===== config.mk =====
export PLATFORM = sky130hd
export DESIGN_NAME = ee_bitbang_responder
export DESIGN_NICKNAME = d
export VERILOG_FILES = /design/src/rtl/ee_bb_pkg.sv /design/src/rtl/ee_step_fsm.sv /design/src/rtl/ee_word_store.sv /design/src/rtl/ee_bitbang_responder.sv
export SDC_FILE = /design/constraint.sdc
export NUM_CORES = 2
export LEC_CHECK = 0
export CAP_MARGIN = 15
export CORE_MARGIN = 2
export CORE_UTILIZATION = 56
export DETAILED_ROUTE_END_ITERATION = 12
export PLACE_DENSITY_LB_ADDON = 0.08
export SYNTH_ARGS = -nofsm -noshare
export SYNTH_HDL_FRONTEND = slang
export SYNTH_SLANG_ARGS = --single-unit

===== constraint.sdc =====
create_clock -name clk -period 6.8 [get_ports clk]
set_clock_uncertainty 0.15 [all_clocks]
set_input_delay 1.36 -clock clk [delete_from_list [all_inputs] [get_ports clk]]
set_output_delay 1.36 -clock clk [all_outputs]
set_load 0.005 [all_outputs]

===== src/rtl/ee_bb_pkg.sv =====
`timescale 1ns/1ps
package ee_bb_pkg;
  // opcode values carried through the two opcode steps
  typedef enum logic [1:0] {
    OPC_IDLE  = 2'd0,
    OPC_WRITE = 2'd1,
    OPC_READ  = 2'd2,
    OPC_RSVD  = 2'd3
  } opcode_e;

  localparam logic SEL_CTRL = 1'b0;
  localparam logic SEL_DATA = 1'b1;

  // bit positions the host encodes into the 8-bit registers
  localparam int GATE_LO  = 6;  // bits GATE_LO+1:GATE_LO must be 11
  localparam int DIN_POS  = 5;  // serial data in
  localparam int DOUT_POS = 4;  // serial data out
  localparam int DIR_LO   = 4;  // direction field, two bits

  localparam logic [1:0] DIR_RESTART = 2'b10;

  // step indices; address steps follow ST_ADDR_FIRST, data follows them
  localparam int ST_READY      = 0;
  localparam int ST_OPC_HI     = 1;
  localparam int ST_OPC_LO     = 2;
  localparam int ST_ADDR_FIRST = 3;
endpackage


===== src/rtl/ee_step_fsm.sv =====
`timescale 1ns/1ps
module ee_step_fsm
  import ee_bb_pkg::*;
#(
  parameter int ADDR_W  = 6,
  parameter int WORD_W  = 16,
  parameter int CNT_W   = $clog2(WORD_W) + 1,
  parameter int STATE_W = $clog2(ADDR_W + 4)
) (
  input  logic               clk,
  input  logic               rst,
  input  logic               step_wr,    // accepted data-register write
  input  logic               step_rd,    // data-register read
  input  logic               restart,    // control write requesting ready
  input  logic               din,
  output logic [STATE_W-1:0] state_o,
  output logic [1:0]         opcode_o,
  output logic [ADDR_W-1:0]  addr_o,
  output logic [CNT_W-1:0]   cnt_o,
  output logic               store_en,   // store din into current bit
  output logic               read_live   // read returns a real word bit
);
  localparam logic [STATE_W-1:0] S_READY = STATE_W'(ST_READY);
  localparam logic [STATE_W-1:0] S_OPHI  = STATE_W'(ST_OPC_HI);
  localparam logic [STATE_W-1:0] S_OPLO  = STATE_W'(ST_OPC_LO);
  localparam logic [STATE_W-1:0] S_ADDR0 = STATE_W'(ST_ADDR_FIRST);
  localparam logic [STATE_W-1:0] S_DATA  = STATE_W'(ST_ADDR_FIRST + ADDR_W);
  localparam logic [CNT_W-1:0]   CNT_MARK = '1;
  localparam logic [CNT_W-1:0]   CNT_LAST = CNT_W'(WORD_W - 1);

  logic [STATE_W-1:0] state_q;
  logic [1:0]         op_q;
  logic [ADDR_W-1:0]  addr_q;
  logic [CNT_W-1:0]   cnt_q;

  logic               in_data;
  logic               xfer_rd;
  logic               xfer_wr;
  logic               at_mark;
  logic [STATE_W-1:0] a_idx;
  logic [ADDR_W-1:0]  a_mask;

  assign in_data = (state_q == S_DATA);
  assign at_mark = (cnt_q == CNT_MARK);
  assign xfer_rd = step_rd && in_data && (op_q == OPC_READ);
  assign xfer_wr = step_wr && in_data && (op_q == OPC_WRITE);
  assign a_idx   = state_q - S_ADDR0;
  assign a_mask  = {1'b1, {(ADDR_W-1){1'b0}}} >> a_idx;

  assign store_en  = xfer_wr && !at_mark;
  assign read_live = xfer_rd && !at_mark;

  always_ff @(posedge clk) begin
    if (rst) begin
      state_q <= S_READY;
      op_q    <= '0;
      addr_q  <= '0;
      cnt_q   <= '0;
    end else if (restart) begin
      state_q <= S_READY;
    end else if (step_wr && !in_data) begin
      state_q <= state_q + 1'b1;
      if (state_q == S_READY) begin
        op_q <= '0;
      end else if (state_q == S_OPHI) begin
        op_q[1] <= din;
        cnt_q   <= CNT_MARK;
      end else if (state_q == S_OPLO) begin
        op_q[0] <= din;
      end else begin
        addr_q <= din ? (addr_q | a_mask) : (addr_q & ~a_mask);
      end
    end else if (xfer_rd || xfer_wr) begin
      if (at_mark) begin
        cnt_q <= '0;
      end else if (cnt_q == CNT_LAST) begin
        cnt_q  <= '0;
        addr_q <= addr_q + 1'b1;
      end else begin
        cnt_q <= cnt_q + 1'b1;
      end
    end
  end

  assign state_o  = state_q;
  assign opcode_o = op_q;
  assign addr_o   = addr_q;
  assign cnt_o    = cnt_q;
endmodule


===== src/rtl/ee_word_store.sv =====
`timescale 1ns/1ps
module ee_word_store #(
  parameter int ADDR_W = 6,
  parameter int WORD_W = 16,
  parameter int BIT_W  = $clog2(WORD_W)
) (
  input  logic              clk,
  input  logic              load_en,
  input  logic [ADDR_W-1:0] load_addr,
  input  logic [WORD_W-1:0] load_word,
  input  logic              bit_we,
  input  logic [ADDR_W-1:0] addr,
  input  logic [BIT_W-1:0]  bit_pos,
  input  logic              bit_in,
  output logic              bit_out
);
  localparam int DEPTH = 2 ** ADDR_W;

  logic [WORD_W-1:0] mem_q [DEPTH];

  // whole-word load has priority over a single-bit serial store
  always_ff @(posedge clk) begin
    if (load_en) begin
      mem_q[load_addr] <= load_word;
    end else if (bit_we) begin
      mem_q[addr][bit_pos] <= bit_in;
    end
  end

  assign bit_out = mem_q[addr][bit_pos];
endmodule


===== src/rtl/ee_bitbang_responder.sv =====
`timescale 1ns/1ps
module ee_bitbang_responder
  import ee_bb_pkg::*;
#(
  parameter int ADDR_W = 6,
  parameter int WORD_W = 16,
  parameter int DATA_W = 8
) (
  input  logic              clk,
  input  logic              rst,
  input  logic              bus_wr,
  input  logic              bus_rd,
  input  logic              bus_sel,
  input  logic [DATA_W-1:0] bus_wdata,
  output logic [DATA_W-1:0] bus_rdata,
  input  logic              load_en,
  input  logic [ADDR_W-1:0] load_addr,
  input  logic [WORD_W-1:0] load_word
);
  localparam int BIT_W   = $clog2(WORD_W);
  localparam int CNT_W   = BIT_W + 1;
  localparam int STATE_W = $clog2(ADDR_W + 4);

  logic               gate_ok;
  logic               wr_ctrl;
  logic               wr_data;
  logic               rd_ctrl;
  logic               rd_data;
  logic               restart;
  logic               din;
  logic [1:0]         dir_q;
  logic [DATA_W-1:0]  rdata_q;

  logic [STATE_W-1:0] state_w;
  logic [1:0]         opcode_w;
  logic [ADDR_W-1:0]  addr_w;
  logic [CNT_W-1:0]   cnt_w;
  logic               store_en;
  logic               read_live;
  logic [BIT_W-1:0]   bit_pos;
  logic               word_bit;

  assign gate_ok = (bus_wdata[GATE_LO+1:GATE_LO] == 2'b11);
  assign wr_ctrl = bus_wr && (bus_sel == SEL_CTRL) && gate_ok;
  assign wr_data = bus_wr && (bus_sel == SEL_DATA) && gate_ok;
  assign rd_ctrl = bus_rd && !bus_wr && (bus_sel == SEL_CTRL);
  assign rd_data = bus_rd && !bus_wr && (bus_sel == SEL_DATA);
  assign restart = wr_ctrl && (bus_wdata[DIR_LO+1:DIR_LO] == DIR_RESTART);
  assign din     = bus_wdata[DIN_POS];

  ee_step_fsm #(
    .ADDR_W (ADDR_W),
    .WORD_W (WORD_W),
    .CNT_W  (CNT_W),
    .STATE_W(STATE_W)
  ) u_fsm (
    .clk      (clk),
    .rst      (rst),
    .step_wr  (wr_data),
    .step_rd  (rd_data),
    .restart  (restart),
    .din      (din),
    .state_o  (state_w),
    .opcode_o (opcode_w),
    .addr_o   (addr_w),
    .cnt_o    (cnt_w),
    .store_en (store_en),
    .read_live(read_live)
  );

  // most significant bit first: counter 0 selects bit WORD_W-1
  assign bit_pos = BIT_W'(WORD_W - 1) - cnt_w[BIT_W-1:0];

  ee_word_store #(
    .ADDR_W(ADDR_W),
    .WORD_W(WORD_W),
    .BIT_W (BIT_W)
  ) u_store (
    .clk      (clk),
    .load_en  (load_en),
    .load_addr(load_addr),
    .load_word(load_word),
    .bit_we   (store_en),
    .addr     (addr_w),
    .bit_pos  (bit_pos),
    .bit_in   (din),
    .bit_out  (word_bit)
  );

  always_ff @(posedge clk) begin
    if (rst) begin
      dir_q <= '0;
    end else if (wr_ctrl) begin
      dir_q <= bus_wdata[DIR_LO+1:DIR_LO];
    end
  end

  always_ff @(posedge clk) begin
    if (rst) begin
      rdata_q <= '0;
    end else if (rd_data) begin
      rdata_q           <= '0;
      rdata_q[DOUT_POS] <= read_live & word_bit;
    end else if (rd_ctrl) begin
      rdata_q                  <= '0;
      rdata_q[DIR_LO+1:DIR_LO] <= dir_q;
    end
  end

  assign bus_rdata = rdata_q;
endmodule


==> metrics <==
clock tree from TritonCTS=done; first-pass GRT wire length=around 180000 um; Iter 0 DRT Violations=approximately 3400; Post-Synthesis Cell Area=46100 sq um; Top FF cell, synth=edfxtp_1; grt met2 use=around half; IO Port Bufs=33; Tcrit/Tclk final=roughly three quarters; initial antenna violation count=0; fraction of registers with async set/reset=0%; Worst Path Required=about 7 ns; # H-tree levels=3; Max Cap Viol=0; Core Footprint=81800 sq um; Ant. Diodes=0; # rows=~110; worst slew pin tran=between 1 and 1.5 ns; final setup violating endpoints=0; post-route ant nets=0; final net count=roughly 3300; Synth Register Bits=approximately 1100; die outline height=a little under 300 um; clock root cell=clkbuf_16; Initial DRT Pass Iterations=5; Slew HR=17.7%; Avg Inst Size Synth=between 10 and 15 sq um; global placer's final weighted congestion=approximately 0.85; Clock Path Buffers=3; final setup TNS=0 ns; Max VDD drop=roughly 0.24 mV; Post-DP Area=47700 sq um; clock-pin slew on the worst setup and hold paths=0.06 ns; utilization after layout=a little over three fifths; GRT busiest layer=met2; GR Util met1=about 40%; post-synthesis cell count=around 3200; min-delay worst type=flip-flop to flip-flop; Syn. warnings=0; Cells after DPL=4183; # IOs=between 40 and 50; min Tclk post-route=around 5.1 ns; Post-Route WL=roughly 120000 um; Max Slew Vio Count=0; run status=finished clean; type of destination of the critical path=flip-flop; Cell variety after synth=70; Post-CTS Setup Inserts=0; number of global-route vias before repair=around 28000; Clk Latency, worst-skew pair=~0.69 ns; HPWL after detailed placement=roughly 74000 um; GRT Overall Usage=between 20 and 30%; RSZ-0062 raised after global routing=false; GRT overflow=0; PnR Total Power=~0.014 W; vias per cell=6.44; met3 usage=under 10%; power per cell area=around 270 nW/um^2; Routed WL per cell=28.2 um; die area=roughly 85000 sq um; Leakage=between 15 and 20 nW; CTS sink cnt=about 1100; post-cts gate resize count=0; starting density of the core=56.3%; # DRC=0; final hold violation count=0; CTS hold repair buffers=0; Die X=between 200 and 300 um; Crit Path Class=input pin to flip-flop; post-route cell area=between 50000 and 60000 sq um; CTS buffer count=109; fmax=a little under 0.2 GHz; largest net degree at the start of global routing=88; layout cells sized above 1=about 18%; sequential area share after synthesis=around two thirds; final std cells w/o fill=between 4000 and 5000; Setup crit start kind=input pin; EDFF count, synth=around 1000; Max Fanout on Critical Path=43; via count=between 20000 and 30000; Layout fillers=approximately 6100; Arrival @ worst endpoint=around 5.3 ns; Syn-to-layout area delta=11.3%
## critical path, cell delays in order
cell	delay (ns)
clkdlybuf4s50_1	0.59
and4_4	0.30
nand3b_2	0.13
nor4b_4	0.50
o41ai_4	0.30
buf_12	0.26
o21ai_2	0.57
nand2_1	0.88
nor2_1	0.35
## kinds of logic (layout without fill, tap and decap cells)
family                   after synthesis  in the layout  share of synthesized area (%)
AND/OR/NAND/NOR                     1319           1319                           11.3
buffers and inverters                307            375                           2.88
XOR/XNOR                               3              3                         0.0570
adder cells (fa/ha/maj)               11             11                          0.298
AO/OA/AOI/OAI                        240            240                           3.94
other                                  1              6                        0.00813
multiplexers                         313            313                           13.6
flip-flops                          1051           1051                           67.9
## state kept, by name (all words and copies together) (netlist names), named ones only
name	flops
bus_rdata	2
u_fsm.cnt_o	5
u_fsm.state_o	4
u_fsm.opcode_o	2
dir_q	2
u_fsm.addr_o	6
u_store.mem_q	1024
## cells in the final DEF (no fill, tap or decap), types with 20 or more instances in the layout
| cell type | instances |
|---|---|
| edfxtp_1 | 1024 |
| clkbuf_16 | 109 |
| clkdlybuf4s50_1 | 32 |
| clkinv_1 | 30 |
| mux4_2 | 251 |
| mux2i_1 | 57 |
| a21oi_1 | 41 |
| clkinv_2 | 20 |
| dfxtp_1 | 22 |
| nor2_1 | 1070 |
| o21ai_0 | 21 |
| a22oi_1 | 25 |
| buf_4 | 109 |
| nand3_1 | 30 |
| clkbuf_1 | 23 |
| nand2_1 | 141 |
## synthesized netlist by cell type (8+ instances only)
master       n  area share, %
a221oi_1    12           0.23
a21o_1      17           0.28
a21oi_2      8           0.15
buf_2       67           0.73
nand4_1      9           0.12
buf_4       24           0.39
o22ai_1     12           0.16
inv_1       20           0.16
clkbuf_1   187            1.5
ha_1        11           0.30
a21oi_1     49           0.53
o221ai_1    14           0.27
dfxtp_1     27            1.2
nor2_1    1071            8.7
nand2_1    141            1.1
o21ai_0     21           0.23
nor3_1      18           0.20
edfxtp_1  1024             67
nand4b_1     8           0.15
a22oi_1     25           0.41
nand3_1     30           0.33
o31ai_1      8           0.13
mux4_2     251             12
mux2i_1     57            1.2
a31oi_1     12           0.16
## where the power goes
group          total [W]  internal [W]  switching (W)  leakage (nW)
Combinational   0.000355     0.0000718       0.000284          5.63
Clock            0.00611       0.00362        0.00249          1.77
Sequential       0.00716       0.00715      0.0000105          9.43
## per-stage QoR
step / setup slack, ns / hold WS [ns]
4_1_cts: 1.76 / 0.325
2_1_floorplan: 2.34 / 0.295
3_3_place_gp: 1.21 / 0.308
5_1_grt: 1.48 / 0.327
6_report: 1.70 / 0.319
3_5_place_dp: 1.06 / 0.317
## routing by layer
metal	wire (um)	vias up	part of all wire, %
met4	3780	0	3.1
met2	60500	1452	49
met5	0	-	0
met3	12000	221	9.7
met1	47400	14600	38
li1	-	12000	-
## worst paths after layout
kind,start,endpoint,slack [ns],cells past startpoint
max,bus_sel,u_store.mem_q[48][10]$_DFFE_PP_,1.70,9
min,bus_rdata[5]$_SDFFE_PP0P_,bus_rdata[5]$_SDFFE_PP0P_,0.32,2
max reg2reg,u_fsm.cnt_o[0]$_SDFFE_PP0P_,u_store.mem_q[48][10]$_DFFE_PP_,1.99,9
min reg2reg,bus_rdata[5]$_SDFFE_PP0P_,bus_rdata[5]$_SDFFE_PP0P_,0.32,2
## cell type report
cell class / instances / area [sq um] / share of cell area [%]
clock buffers: 132 / 2810 / 5.48
clock inverters: 73 / 827 / 1.61
inverters: 22 / 82.6 / 0.161
multi-input cells: 1892 / 13700 / 26.7
flip-flops and latches: 1051 / 31300 / 61.0
well taps: 1070 / 1340 / 2.61
repair buffers: 148 / 1260 / 2.46
Power figures use the tool's default switching activity.
